[config.mk]
export PLATFORM = sky130hd
export DESIGN_NAME = dsi_vid_timer
export DESIGN_NICKNAME = d
export VERILOG_FILES = /design/src/rtl/dvt_pkg.sv /design/src/rtl/dvt_cfg_shadow.sv /design/src/rtl/dvt_hcount.sv /design/src/rtl/dvt_vcount.sv /design/src/rtl/dsi_vid_timer.sv
export SDC_FILE = /design/constraint.sdc
export NUM_CORES = 1
export LEC_CHECK = 0
export BUFFER_PORTS_ARGS = -buffer_cell sky130_fd_sc_hd__buf_4
export CORE_MARGIN = 3
export CORE_UTILIZATION = 35
export CTS_CLUSTER_SIZE = 28
export DETAILED_ROUTE_END_ITERATION = 8
export SLEW_MARGIN = 20
export SYNTH_ARGS = -nofsm -noshare
export SYNTH_HDL_FRONTEND = slang
export SYNTH_SLANG_ARGS = --single-unit
[constraint.sdc]
create_clock -name clk -period 12.75 [get_ports clk]
set_input_delay 3.825 -clock clk [delete_from_list [all_inputs] [get_ports clk]]
set_output_delay 3.825 -clock clk [all_outputs]
set_load 0.02 [all_outputs]
[src/rtl/dvt_pkg.sv]
package dvt_pkg;
  typedef enum logic [1:0] {
    PH_SYNC  = 2'd0,
    PH_BACK  = 2'd1,
    PH_ACT   = 2'd2,
    PH_FRONT = 2'd3
  } phase_e;

  typedef enum logic [1:0] {
    VM_PULSE  = 2'd0,
    VM_EVENT  = 2'd1,
    VM_BURST  = 2'd2,
    VM_BURST2 = 2'd3
  } vmode_e;

  localparam int BYTES_PER_PIX = 3;
endpackage

[src/rtl/dvt_cfg_shadow.sv]
module dvt_cfg_shadow
  import dvt_pkg::*;
#(
  parameter int HW = 12,
  parameter int VW = 11,
  parameter int PW = 12,
  parameter int SW = 4,
  localparam int BW  = ((HW > PW) ? HW : PW) + 3,
  localparam int VBW = VW + 2
) (
  input  logic           clk,
  input  logic           rst,
  input  logic           load_i,
  input  logic [HW-1:0]  cfg_hsa,
  input  logic [HW-1:0]  cfg_hbp,
  input  logic [HW-1:0]  cfg_hline,
  input  logic [SW-1:0]  cfg_vsa,
  input  logic [VW-1:0]  cfg_vbp,
  input  logic [VW-1:0]  cfg_vact,
  input  logic [VW-1:0]  cfg_vfp,
  input  logic [PW-1:0]  cfg_pkt_pix,
  input  logic [1:0]     cfg_lanes,
  input  logic [2:0]     cfg_pol,
  input  logic [1:0]     cfg_mode,
  output logic [HW-1:0]  hline_o,
  output logic [BW-1:0]  hb1_o,
  output logic [BW-1:0]  hb2_o,
  output logic [BW-1:0]  hb3_o,
  output logic [VBW-1:0] vb1_o,
  output logic [VBW-1:0] vb2_o,
  output logic [VBW-1:0] vb3_o,
  output logic [VBW-1:0] vtot_o,
  output logic           hs_low_o,
  output logic           vs_low_o,
  output vmode_e         mode_o
);
  localparam int AW = PW + 2;

  logic [AW-1:0] bytes_w;
  logic [AW-1:0] act_w;
  logic [BW-1:0] nb1, nb2, nb3;
  logic [VBW-1:0] nv1, nv2, nv3, nvt;

  // active byte cycles: ceil(3*pix / lanes); only 1, 2, 3 and 4 lanes exist
  always_comb begin
    bytes_w = AW'(cfg_pkt_pix) + (AW'(cfg_pkt_pix) << 1);
    unique case (cfg_lanes)
      2'd0:    act_w = bytes_w;
      2'd1:    act_w = (bytes_w + AW'(1)) >> 1;
      2'd2:    act_w = AW'(cfg_pkt_pix);
      default: act_w = (bytes_w + AW'(3)) >> 2;
    endcase
    nb1 = BW'(cfg_hsa);
    nb2 = nb1 + BW'(cfg_hbp);
    nb3 = nb2 + BW'(act_w);
    nv1 = VBW'(cfg_vsa);
    nv2 = nv1 + VBW'(cfg_vbp);
    nv3 = nv2 + VBW'(cfg_vact);
    nvt = nv3 + VBW'(cfg_vfp);
  end

  always_ff @(posedge clk) begin
    if (rst || load_i) begin
      hline_o  <= cfg_hline;
      hb1_o    <= nb1;
      hb2_o    <= nb2;
      hb3_o    <= nb3;
      vb1_o    <= nv1;
      vb2_o    <= nv2;
      vb3_o    <= nv3;
      vtot_o   <= nvt;
      hs_low_o <= cfg_pol[2];
      vs_low_o <= cfg_pol[1];
      mode_o   <= vmode_e'(cfg_mode);
    end
  end


  shadow_hold_chk: assert property (@(posedge clk) disable iff (rst)
    (!$past(rst) && !$past(load_i)) |-> ($stable(hb3_o) && $stable(vtot_o) && $stable(hline_o) && $stable(mode_o)));
endmodule

[src/rtl/dvt_hcount.sv]
module dvt_hcount
  import dvt_pkg::*;
#(
  parameter int HW = 12,
  parameter int BW = 15
) (
  input  logic          clk,
  input  logic          rst,
  input  logic [HW-1:0] hline_i,
  input  logic [BW-1:0] hb1_i,
  input  logic [BW-1:0] hb2_i,
  input  logic [BW-1:0] hb3_i,
  output logic [HW-1:0] hcnt_o,
  output logic          line_end_o,
  output phase_e        phase_o
);
  logic [BW-1:0] hpos;

  assign hpos       = BW'(hcnt_o);
  assign line_end_o = ({1'b0, hcnt_o} + (HW+1)'(1)) >= {1'b0, hline_i};

  always_comb begin
    if (hpos < hb1_i)      phase_o = PH_SYNC;
    else if (hpos < hb2_i) phase_o = PH_BACK;
    else if (hpos < hb3_i) phase_o = PH_ACT;
    else                   phase_o = PH_FRONT;
  end

  always_ff @(posedge clk) begin
    if (rst || line_end_o) hcnt_o <= '0;
    else                   hcnt_o <= hcnt_o + HW'(1);
  end


  hcnt_range_chk: assert property (@(posedge clk) disable iff (rst)
    (hline_i != '0) |-> (hcnt_o < hline_i));
endmodule

[src/rtl/dvt_vcount.sv]
module dvt_vcount
  import dvt_pkg::*;
#(
  parameter int VBW = 13
) (
  input  logic           clk,
  input  logic           rst,
  input  logic           line_end_i,
  input  logic [VBW-1:0] vb1_i,
  input  logic [VBW-1:0] vb2_i,
  input  logic [VBW-1:0] vb3_i,
  input  logic [VBW-1:0] vtot_i,
  output logic [VBW-1:0] vcnt_o,
  output logic           frame_wrap_o,
  output phase_e         phase_o
);
  logic last_line;

  assign last_line    = ({1'b0, vcnt_o} + (VBW+1)'(1)) >= {1'b0, vtot_i};
  assign frame_wrap_o = line_end_i && last_line;

  always_comb begin
    if (vcnt_o < vb1_i)      phase_o = PH_SYNC;
    else if (vcnt_o < vb2_i) phase_o = PH_BACK;
    else if (vcnt_o < vb3_i) phase_o = PH_ACT;
    else                     phase_o = PH_FRONT;
  end

  always_ff @(posedge clk) begin
    if (rst || frame_wrap_o) vcnt_o <= '0;
    else if (line_end_i)     vcnt_o <= vcnt_o + VBW'(1);
  end


  vcnt_range_chk: assert property (@(posedge clk) disable iff (rst)
    (vtot_i != '0) |-> (vcnt_o < vtot_i));
endmodule

[src/rtl/dsi_vid_timer.sv]
module dsi_vid_timer
  import dvt_pkg::*;
#(
  parameter int HW = 12,
  parameter int VW = 11,
  parameter int PW = 12,
  parameter int SW = 4
) (
  input  logic          clk,
  input  logic          rst,
  input  logic [HW-1:0] cfg_hsa,
  input  logic [HW-1:0] cfg_hbp,
  input  logic [HW-1:0] cfg_hline,
  input  logic [SW-1:0] cfg_vsa,
  input  logic [VW-1:0] cfg_vbp,
  input  logic [VW-1:0] cfg_vact,
  input  logic [VW-1:0] cfg_vfp,
  input  logic [PW-1:0] cfg_pkt_pix,
  input  logic [1:0]    cfg_lanes,
  input  logic [2:0]    cfg_pol,
  input  logic [1:0]    cfg_mode,
  output logic [1:0]    h_phase,
  output logic [1:0]    v_phase,
  output logic          hsync_o,
  output logic          vsync_o,
  output logic          de_o,
  output logic          hss_o,
  output logic          hse_o,
  output logic          vss_o,
  output logic          vse_o,
  output logic          frame_start_o
);
  localparam int BW  = ((HW > PW) ? HW : PW) + 3;
  localparam int VBW = VW + 2;

  logic [HW-1:0]  hline_q, hcnt;
  logic [BW-1:0]  hb1, hb2, hb3;
  logic [VBW-1:0] vb1, vb2, vb3, vtot, vcnt;
  logic           hs_low, vs_low, line_end, frame_wrap;
  vmode_e         mode_q;
  phase_e         hph, vph;

  dvt_cfg_shadow #(.HW(HW), .VW(VW), .PW(PW), .SW(SW)) shadow_i (
    .clk(clk), .rst(rst), .load_i(frame_wrap),
    .cfg_hsa(cfg_hsa), .cfg_hbp(cfg_hbp), .cfg_hline(cfg_hline),
    .cfg_vsa(cfg_vsa), .cfg_vbp(cfg_vbp), .cfg_vact(cfg_vact), .cfg_vfp(cfg_vfp),
    .cfg_pkt_pix(cfg_pkt_pix), .cfg_lanes(cfg_lanes), .cfg_pol(cfg_pol), .cfg_mode(cfg_mode),
    .hline_o(hline_q), .hb1_o(hb1), .hb2_o(hb2), .hb3_o(hb3),
    .vb1_o(vb1), .vb2_o(vb2), .vb3_o(vb3), .vtot_o(vtot),
    .hs_low_o(hs_low), .vs_low_o(vs_low), .mode_o(mode_q)
  );

  dvt_hcount #(.HW(HW), .BW(BW)) hcount_i (
    .clk(clk), .rst(rst), .hline_i(hline_q),
    .hb1_i(hb1), .hb2_i(hb2), .hb3_i(hb3),
    .hcnt_o(hcnt), .line_end_o(line_end), .phase_o(hph)
  );

  dvt_vcount #(.VBW(VBW)) vcount_i (
    .clk(clk), .rst(rst), .line_end_i(line_end),
    .vb1_i(vb1), .vb2_i(vb2), .vb3_i(vb3), .vtot_i(vtot),
    .vcnt_o(vcnt), .frame_wrap_o(frame_wrap), .phase_o(vph)
  );

  logic line_first, frame_first, edge_marks;
  logic hse_n, vse_n;

  always_comb begin
    line_first  = (hcnt == '0);
    frame_first = line_first && (vcnt == '0);
    edge_marks  = (mode_q != VM_EVENT);
    hse_n = edge_marks && (hb1 != '0) && (BW'(hcnt) == hb1);
    vse_n = edge_marks && (vb1 != '0) && (vcnt == vb1) && line_first;
  end

  always_ff @(posedge clk) begin
    if (rst) begin
      h_phase       <= PH_SYNC;
      v_phase       <= PH_SYNC;
      hsync_o       <= cfg_pol[2];
      vsync_o       <= cfg_pol[1];
      de_o          <= 1'b0;
      hss_o         <= 1'b0;
      hse_o         <= 1'b0;
      vss_o         <= 1'b0;
      vse_o         <= 1'b0;
      frame_start_o <= 1'b0;
    end else begin
      h_phase       <= hph;
      v_phase       <= vph;
      hsync_o       <= (hph == PH_SYNC) ^ hs_low;
      vsync_o       <= (vph == PH_SYNC) ^ vs_low;
      de_o          <= (hph == PH_ACT) && (vph == PH_ACT);
      hss_o         <= line_first;
      hse_o         <= hse_n;
      vss_o         <= frame_first && (vb1 != '0);
      vse_o         <= vse_n;
      frame_start_o <= frame_first;
    end
  end


  de_phase_chk: assert property (@(posedge clk) disable iff (rst)
    de_o |-> (h_phase == PH_ACT && v_phase == PH_ACT));


  event_no_end_chk: assert property (@(posedge clk) disable iff (rst)
    (!$past(rst) && $past(mode_q) == VM_EVENT) |-> (!hse_o && !vse_o));


  vs_idle_chk: assert property (@(posedge clk) disable iff (rst)
    (!$past(rst) && v_phase != PH_SYNC) |-> (vsync_o == $past(vs_low)));


  hss_first_chk: assert property (@(posedge clk) disable iff (rst)
    frame_start_o |-> hss_o);
endmodule

==> results of run 1 <==
-- worst register-to-register path: stages, from the launching register on --
cell	delay (ps)
sky130_fd_sc_hd__dfxtp_1	480
sky130_fd_sc_hd__ha_1	270
sky130_fd_sc_hd__nand3_1	190
sky130_fd_sc_hd__inv_1	120
sky130_fd_sc_hd__and3_1	150
sky130_fd_sc_hd__nand3_1	130
sky130_fd_sc_hd__or2_1	320
sky130_fd_sc_hd__inv_1	70
sky130_fd_sc_hd__nand3_1	110
sky130_fd_sc_hd__xnor2_1	160
sky130_fd_sc_hd__ha_1	300
sky130_fd_sc_hd__nand4_1	110
sky130_fd_sc_hd__a211oi_1	480
sky130_fd_sc_hd__a2bb2oi_4	370
sky130_fd_sc_hd__buf_4	480
sky130_fd_sc_hd__buf_4	720
-- report_power, final --
| group | internal [mW] | switching [mW] | leakage [nW] |
|---|---|---|---|
| logic | 0.198 | 0.239 | 4.14 |
| registers | 0.532 | 0.0111 | 1.23 |
| clock network | 0.245 | 0.183 | 0.242 |
| total | 0.976 | 0.432 | 5.61 |
-- layer usage --
metal	vias up	GRT usage (%)
met4	0	3.797
met5	-	0
li1	4010	-
met2	102	22.98
met1	3533	20.13
met3	16	2.810
-- layout make-up --
cell class / instances / area [um2]
multi-input cells: 770 / 6047
clock inverters: 14 / 87.58
flip-flops and latches: 135 / 3684
repair buffers: 107 / 803.3
fillers: 2673 / 16330
well taps: 378 / 473.0
inverters: 124 / 465.4
clock buffers: 18 / 429.2
-- how the worst min path moves through the flow --
stage / startpoint / to / slack, ps / depth (start not counted)
finish: shadow_i.vs_low_o / vsync_o / 550 / 2
global route: shadow_i.hs_low_o / hsync_o / 610 / 2
CTS: shadow_i.vs_low_o / vsync_o / 560 / 2
detailed placement: shadow_i.vs_low_o / vsync_o / 550 / 2
global placement: shadow_i.hs_low_o / hsync_o / 530 / 2
floorplan: shadow_i.vb1_o[0] / vss_o / 500 / 2
-- cells in the final DEF, fill, tap and decap left out, types with 3 or more instances in the layout --
cell type / n
sky130_fd_sc_hd__buf_4: 107
sky130_fd_sc_hd__o2111ai_1: 3
sky130_fd_sc_hd__o21bai_1: 6
sky130_fd_sc_hd__fa_1: 6
sky130_fd_sc_hd__nand4_1: 8
sky130_fd_sc_hd__a21boi_0: 3
sky130_fd_sc_hd__nor4_1: 9
sky130_fd_sc_hd__a311oi_1: 3
sky130_fd_sc_hd__mux2i_1: 6
sky130_fd_sc_hd__or2_2: 9
sky130_fd_sc_hd__clkbuf_16: 17
sky130_fd_sc_hd__nor3_1: 14
sky130_fd_sc_hd__a21oi_1: 87
sky130_fd_sc_hd__o211ai_1: 3
sky130_fd_sc_hd__xor2_1: 27
sky130_fd_sc_hd__nor2_1: 53
sky130_fd_sc_hd__clkinvlp_4: 5
sky130_fd_sc_hd__and4_1: 4
sky130_fd_sc_hd__dfxtp_1: 37
sky130_fd_sc_hd__or3_1: 11
sky130_fd_sc_hd__o31ai_1: 4
sky130_fd_sc_hd__nand3_1: 34
sky130_fd_sc_hd__a211oi_1: 13
sky130_fd_sc_hd__nand2_1: 37
sky130_fd_sc_hd__o21a_1: 5
sky130_fd_sc_hd__clkinv_2: 5
sky130_fd_sc_hd__xnor2_1: 63
sky130_fd_sc_hd__a211o_1: 6
sky130_fd_sc_hd__a31oi_1: 5
sky130_fd_sc_hd__ha_1: 155
sky130_fd_sc_hd__edfxtp_1: 98
sky130_fd_sc_hd__a21o_1: 37
sky130_fd_sc_hd__and3_1: 23
sky130_fd_sc_hd__inv_1: 124
sky130_fd_sc_hd__and2_1: 4
sky130_fd_sc_hd__o21ai_0: 48
sky130_fd_sc_hd__nand2b_1: 16
sky130_fd_sc_hd__nor2b_1: 19
-- stage by stage --
| stage | util, % | cells | hold WS (ps) |
|---|---|---|---|
| 2_1_floorplan | - | 1042 | 497.4 |
| 3_3_place_gp | 40.52 | 1514 | 527.2 |
| 3_5_place_dp | 40.52 | 1514 | 546.9 |
| 4_1_cts | 42.34 | 1546 | 555.0 |
| 5_1_grt | 42.34 | 1546 | 608.9 |
| 6_report | 42.34 | 1546 | 553.6 |
-- sequential cells by signal, summed over array words and instances (netlist names), 2 cells and up --
name	flops
h_phase	2
hcount_i.hcnt_o	12
shadow_i.hb1_o	12
shadow_i.hb2_o	13
shadow_i.hb3_o	15
shadow_i.hline_o	12
shadow_i.mode_o	2
shadow_i.vb1_o	4
shadow_i.vb2_o	12
shadow_i.vb3_o	13
shadow_i.vtot_o	13
v_phase	2
vcount_i.vcnt_o	13
-- logic make-up (layout without fill, tap and decap cells) --
| logic type | Yosys count | after routing | share of synthesized area (%) |
|---|---|---|---|
| simple gates | 256 | 256 | 13.50 |
| compound gates | 252 | 252 | 16.05 |
| fa+ha+maj | 161 | 161 | 20.12 |
| buf+inv | 137 | 263 | 5.062 |
| flops | 135 | 135 | 35.99 |
| xor+xnor | 92 | 92 | 8.131 |
| mux | 9 | 9 | 1.137 |
==> summary.md, run 1 <==
| Metric | Value |
|---|---|
| Summed instance area of the synthesized netlist | `10230 um2` |
| Wire length on met2 | `9908 um` |
| Type of destination of the critical path | `flop` |
| Power density over the cells | `117.5 nW/um2` |
| Quantity of hold-fixing buffers added after cts | `0` |
| Number of standard cells after synthesis | `1042` |
| Clock root buffer master | `sky130_fd_sc_hd__clkbuf_16` |
| Largest area contributor in the netlist | `sky130_fd_sc_hd__edfxtp_1` |
| Endpoint required time on the critical path | `12910 ps` |
| Main area contributors after synthesis | `sky130_fd_sc_hd__edfxtp_1, sky130_fd_sc_hd__ha_1, sky130_fd_sc_hd__dfxtp_1, sky130_fd_sc_hd__xnor2_1, sky130_fd_sc_hd__inv_1` |
| FF-to-FF path depth | `15` |
| Detailed Routing Iterations Pass 1 | `4` |
| Peak supply drop | `0.00005433 V` |
| HPWL Detailed | `17600 um` |
| Delay of the slowest cell on the worst path | `510 ps` |
| Min Clock Period, post-route | `8088 ps` |
| Average wire length per cell after detail routing | `14.21 um` |
| Final period util | `63.43%` |
| Total buffers and inverters traversed by the critical path | `1` |
| Layout area overhead | `17.15%` |
| Die Span X | `177.0 um` |
| Final-stage net count | `1410` |
| Antenna violations before repair | `0` |
| Max cap viols | `0` |
| Wl on met1 | `11020 um` |
| Final Setup Violations | `0` |
| Routability congestion estimate from global placement | `0.8486` |
| Overall via count from detail_route | `7661` |
| Worst path arrival time | `8240 ps` |
| Top cell types by occurrence after synthesis | `sky130_fd_sc_hd__ha_1, sky130_fd_sc_hd__inv_1, sky130_fd_sc_hd__edfxtp_1` |
| Endpoint of the lowest-slack register-to-register path | `shadow_i.hline_o[3]` |
| Leakage component of the power | `5.608 nW` |
| Status | `completed` |
| CP Class | `in2reg` |
| Count of distinct cell types in the synthesized netlist | `77` |
| Synthesized netlist net count | `1297` |
| # rows | `61` |
| Worst Max-Slew Pin Slew | `825.4 ps` |
| Clock-pin transition on the worst setup and hold timing paths | `60 ps` |
| Final Hold Fails | `0` |
| Global-route wire length before repair | `36570 um` |
| Area share of the largest cell type after synthesis | `28.76%` |
| Total global-route track usage | `14.44%` |
| Sequential cell area fraction in the yosys report | `35.99%` |
| Ant diodes | `0` |
| Fraction of synthesis flops using an asynchronous set or reset pin | `0%` |
| Height of the die | `177.0 um` |
| Final TNS setup | `0 ps` |
| CP startpoint kind | `input port` |
| Worst slew margin relative to its limit | `44.98%` |
| DR DRC count | `0` |
| H-tree depth | `4` |
| Largest fanout on the critical path | `8` |
| Number of enable-type register cells in the synthesized netlist | `98` |
| Average cell area after synthesis | `9.821 um2` |
| Kind of cell adding the most delay to the critical path | `compound AO/OA/AOI/OAI gates` |
| Critical Path Sink | `shadow_i.hb3_o[13]` |
| Warnings, synthesis | `0` |
| Cts bufs inserted | `17` |
| Number of max-slew violations in the final report | `0` |
| Placement-stage cell area | `11470 um2` |
| Most numerous cell on the critical path | `sky130_fd_sc_hd__a21oi_1` |
| Worst setup slack for register-to-register paths | `7840 ps` |
| Worst clock skew | `10.73 ps` |
| Buffers on Ports | `104` |
| Number of cells on the critical path | `18` |
| Timing-limited maximum frequency | `123.6 MHz` |
| Total routed wirelength | `21970 um` |
| Initial Utilization | `36.14%` |
| Critical-path top delay cell | `sky130_fd_sc_hd__a21oi_1` |
| Number of top-level design ports | `106` |
| Number of storage elements in the synthesis netlist | `135` |
| Deepest clock path buffer count | `2` |
| Post-synth top flop | `sky130_fd_sc_hd__edfxtp_1` |
| Final Cell Area | `11990 um2` |
| Least setup slack across all paths after layout | `4662 ps` |
| Highest routing layer actually used | `met4` |
| Via density per instance | `4.955` |
| Clock Sinks | `135` |
| Area of the die | `31330 um2` |
| Class of the worst hold path | `reg2reg` |
| Worst slack, placed | `4238 ps` |
| Pin count of the biggest net entering global routing | `68` |
| Launching instance or port of the critical path | `cfg_pkt_pix[0]` |
| Number of global-route vias before repair | `7475` |
| CTS tree | `done` |
| Core area | `28320 um2` |
| RSZ-0062 raised after global routing | `no` |
| PostCTS Resize Cnt | `0` |
| Remaining antenna violation count after routing | `0` |
| Worst-path cell chain | `buf_4, ha_1, fa_1, a211o_1, a21oi_1, nand3_1, nor4b_2, xor2_1, a211oi_1, a21oi_1, ha_1, and2_1, a31o_2, a31oi_1, a21oi_1, a21o_1, a21oi_1, xnor2_1` |
| Clock latency on the worst-skew pair | `410 ps` |
| Sum of internal, switching and leakage power | `1.408 mW` |
| Total congestion overflow after global routing | `0` |
| Met3 Wirelength | `767 um` |
| Most used standard cell by instance count after synthesis | `sky130_fd_sc_hd__ha_1` |
| Fraction of layout cells with a size suffix above 1 | `14.04%` |
| Buffers inserted during post-CTS setup optimization | `0` |
| Startpoint of the worst-slack reg-to-reg timing path | `vcount_i.vcnt_o[1]` |
| Drt initial violations | `252` |
Note: power is estimated with default switching activity, not from simulation.
==> run 2: changes to the inputs <==
Clock period 12.75 ns to 8.3 ns, I/O delays scaled along.
==> run 2 against run 1 <==
Against the previous run: sequential share of layout area decreased by 0.061 points; clock-buffer cell count is 10 higher; die area unchanged; power up 57%; largest cell class unchanged.
==> summary.md, run 2 (synthesized netlist as in run 1, its figures left out) <==
| Metric | Value |
|---|---|
| Sum of internal, switching and leakage power | `2.208 mW (was 1.408 mW)` |
| Min Clock Period, post-route | `6727 ps` |
| Remaining antenna violation count after routing | `0 (unchanged)` |
| Leading cell type in the layout, fill and taps excluded | `sky130_fd_sc_hd__ha_1 (unchanged)` |
| Final TNS setup | `0 ps (unchanged)` |
| Final-stage net count | `1410 (unchanged)` |
| Clock latency on the worst-skew pair | `420 ps (was 410 ps)` |
| Cts bufs inserted | `17 (unchanged)` |
| Hold slack final | `550.8 ps (was 553.6 ps)` |
| Worst clock skew | `7.742 ps (was 10.73 ps)` |
| HPWL Detailed | `17750 um (was 17600 um)` |
| Power density over the cells | `183.8 nW/um2 (was 117.5 nW/um2)` |
| Height of the die | `177.0 um (unchanged)` |
| Drt initial violations | `337 (was 252)` |
| Global-route wire length before repair | `37520 um (was 36570 um)` |
| Worst slack, placed | `1145 ps (was 4238 ps)` |
| Total routed wirelength | `22370 um (was 21970 um)` |
| CP startpoint kind | `input port (unchanged)` |
| Largest fanout on the critical path | `8 (unchanged)` |
| Number of max-slew violations in the final report | `0 (unchanged)` |
| Placed cell count | `1514 (unchanged)` |
| Die Span X | `177.0 um (unchanged)` |
| Status | `completed (unchanged)` |
| H-tree depth | `4 (unchanged)` |
| Routability congestion estimate from global placement | `0.8443 (was 0.8486)` |
| Commonest cells after routing, fill and taps aside | `sky130_fd_sc_hd__ha_1, sky130_fd_sc_hd__inv_1, sky130_fd_sc_hd__buf_4 (unchanged)` |
| Max cap viols | `0 (unchanged)` |
| Leakage component of the power | `5.630 nW (was 5.608 nW)` |
| Worst path arrival time | `6890 ps (was 8240 ps)` |
| Antenna violations before repair | `0 (unchanged)` |
| Worst slew margin relative to its limit | `47.33% (was 44.98%)` |
| CP Class | `in2reg (unchanged)` |
| Endpoint required time on the critical path | `8460 ps (was 12910 ps)` |
| CTS tree | `done (unchanged)` |
| Clock Sinks | `135 (unchanged)` |
| DR DRC count | `0 (unchanged)` |
| Number of top-level design ports | `106 (unchanged)` |
| Final Setup Violations | `0 (unchanged)` |
| Total congestion overflow after global routing | `0 (unchanged)` |
| Worst Max-Slew Pin Slew | `788.0 ps (was 825.4 ps)` |
| Quantity of hold-fixing buffers added after cts | `0 (unchanged)` |
| Overall via count from detail_route | `7695 (was 7661)` |
| Total global-route track usage | `14.81% (was 14.44%)` |
| Average wire length per cell after detail routing | `14.47 um (was 14.21 um)` |
| Flip-flop count of the largest register, all copies and words added | `15 (unchanged)` |
| Largest register by flop count | `shadow_i.hb3_o (unchanged)` |
| Class of the worst hold path | `reg2reg (unchanged)` |
| Number of global-route vias before repair | `7603 (was 7475)` |
| PostCTS Resize Cnt | `0 (unchanged)` |
| Least setup slack across all paths after layout | `1573 ps (was 4662 ps)` |
| Clock root buffer master | `sky130_fd_sc_hd__clkbuf_16 (unchanged)` |
| Layout area overhead | `17.39% (was 17.15%)` |
| Ant diodes | `0 (unchanged)` |
| Area of the die | `31330 um2 (unchanged)` |
| Fraction of layout cells with a size suffix above 1 | `13.53% (was 14.04%)` |
| Pin count of the biggest net entering global routing | `60 (was 68)` |
| Buffers on Ports | `104 (unchanged)` |
| Timing-limited maximum frequency | `148.7 MHz` |
| RSZ-0062 raised after global routing | `no (unchanged)` |
| Core area | `28320 um2 (unchanged)` |
| Final Non-Filler Cells | `1546 (unchanged)` |
| Clock-pin transition on the worst setup and hold timing paths | `60 ps (about the same)` |
| Layout filler cell count | `2732 (was 2673)` |
| Peak supply drop | `0.00007835 V (was 0.00005433 V)` |
| Detailed Routing Iterations Pass 1 | `4 (unchanged)` |
| Type of destination of the critical path | `flop (unchanged)` |
| # rows | `61 (unchanged)` |
| Final period util | `81.04%` |
| Buffers inserted during post-CTS setup optimization | `0 (unchanged)` |
| Initial Utilization | `36.14% (unchanged)` |
| Deepest clock path buffer count | `2 (unchanged)` |
| Via density per instance | `4.977 (was 4.955)` |
| Final Hold Fails | `0 (unchanged)` |
[run 2: final timing paths]
kind | cells after the start | slack (ps) | endpoint | from
max | 20 | 1570 | shadow_i.hb3_o[13] | cfg_pkt_pix[0]
min | 2 | 550 | vsync_o | shadow_i.vs_low_o
max reg2reg | 14 | 3970 | shadow_i.hb2_o[10] | vcount_i.vcnt_o[1]
min reg2reg | 2 | 550 | vsync_o | shadow_i.vs_low_o
[run 2: where the power goes]
group	total [mW]	internal (mW)	switching [mW]
Clock	0.701	0.434	0.267
Sequential	0.836	0.818	0.0174
Combinational	0.671	0.305	0.366
[run 2: layout make-up]
type	instances	area (um2)	share of cell area, %
clock buffers	28	496.7	4.135
repair buffers	107	803.3	6.687
inverters	124	465.4	3.875
clock inverters	4	43.79	0.3645
multi-input cells	770	6047	50.34
flip-flops and latches	135	3684	30.66
well taps	378	473.0	3.937
[run 2: worst max-delay path: stages]
cell                       delay [ps]
sky130_fd_sc_hd__buf_4            140
sky130_fd_sc_hd__ha_1             250
sky130_fd_sc_hd__fa_1             440
sky130_fd_sc_hd__a211o_1          360
sky130_fd_sc_hd__a2111o_1         420
sky130_fd_sc_hd__o311ai_4         150
sky130_fd_sc_hd__or3b_4           470
sky130_fd_sc_hd__nor3_2           150
sky130_fd_sc_hd__nand2_1           90
sky130_fd_sc_hd__xnor2_1          130
sky130_fd_sc_hd__mux2i_1          150
sky130_fd_sc_hd__a21oi_1           90
sky130_fd_sc_hd__ha_1             360
sky130_fd_sc_hd__and2_1           200
sky130_fd_sc_hd__a31o_2           210
sky130_fd_sc_hd__a31oi_1          200
sky130_fd_sc_hd__a21oi_1          140
sky130_fd_sc_hd__a21o_1           190
sky130_fd_sc_hd__a21oi_1          170
sky130_fd_sc_hd__xnor2_1           80
[run 2: through the flow]
stage | utilization [%] | area (um2)
after floorplan | - | 10230
after global placement | 40.52 | 11470
after detailed placement | 40.52 | 11470
after global routing | 42.42 | 12010
final | 42.42 | 12010
after CTS | 42.42 | 12010
[run 2: layer usage]
layer  GRT usage [%]  up-vias  routed length, um  part of all wire (%)
li1                -     4007                  -                     -
met1           20.61     3556              11100                    50
met5               0        -                  0                     0
met4           4.223        0                328                   1.5
met2           23.59      108              10120                    45
met3           2.724       24                821                   3.7
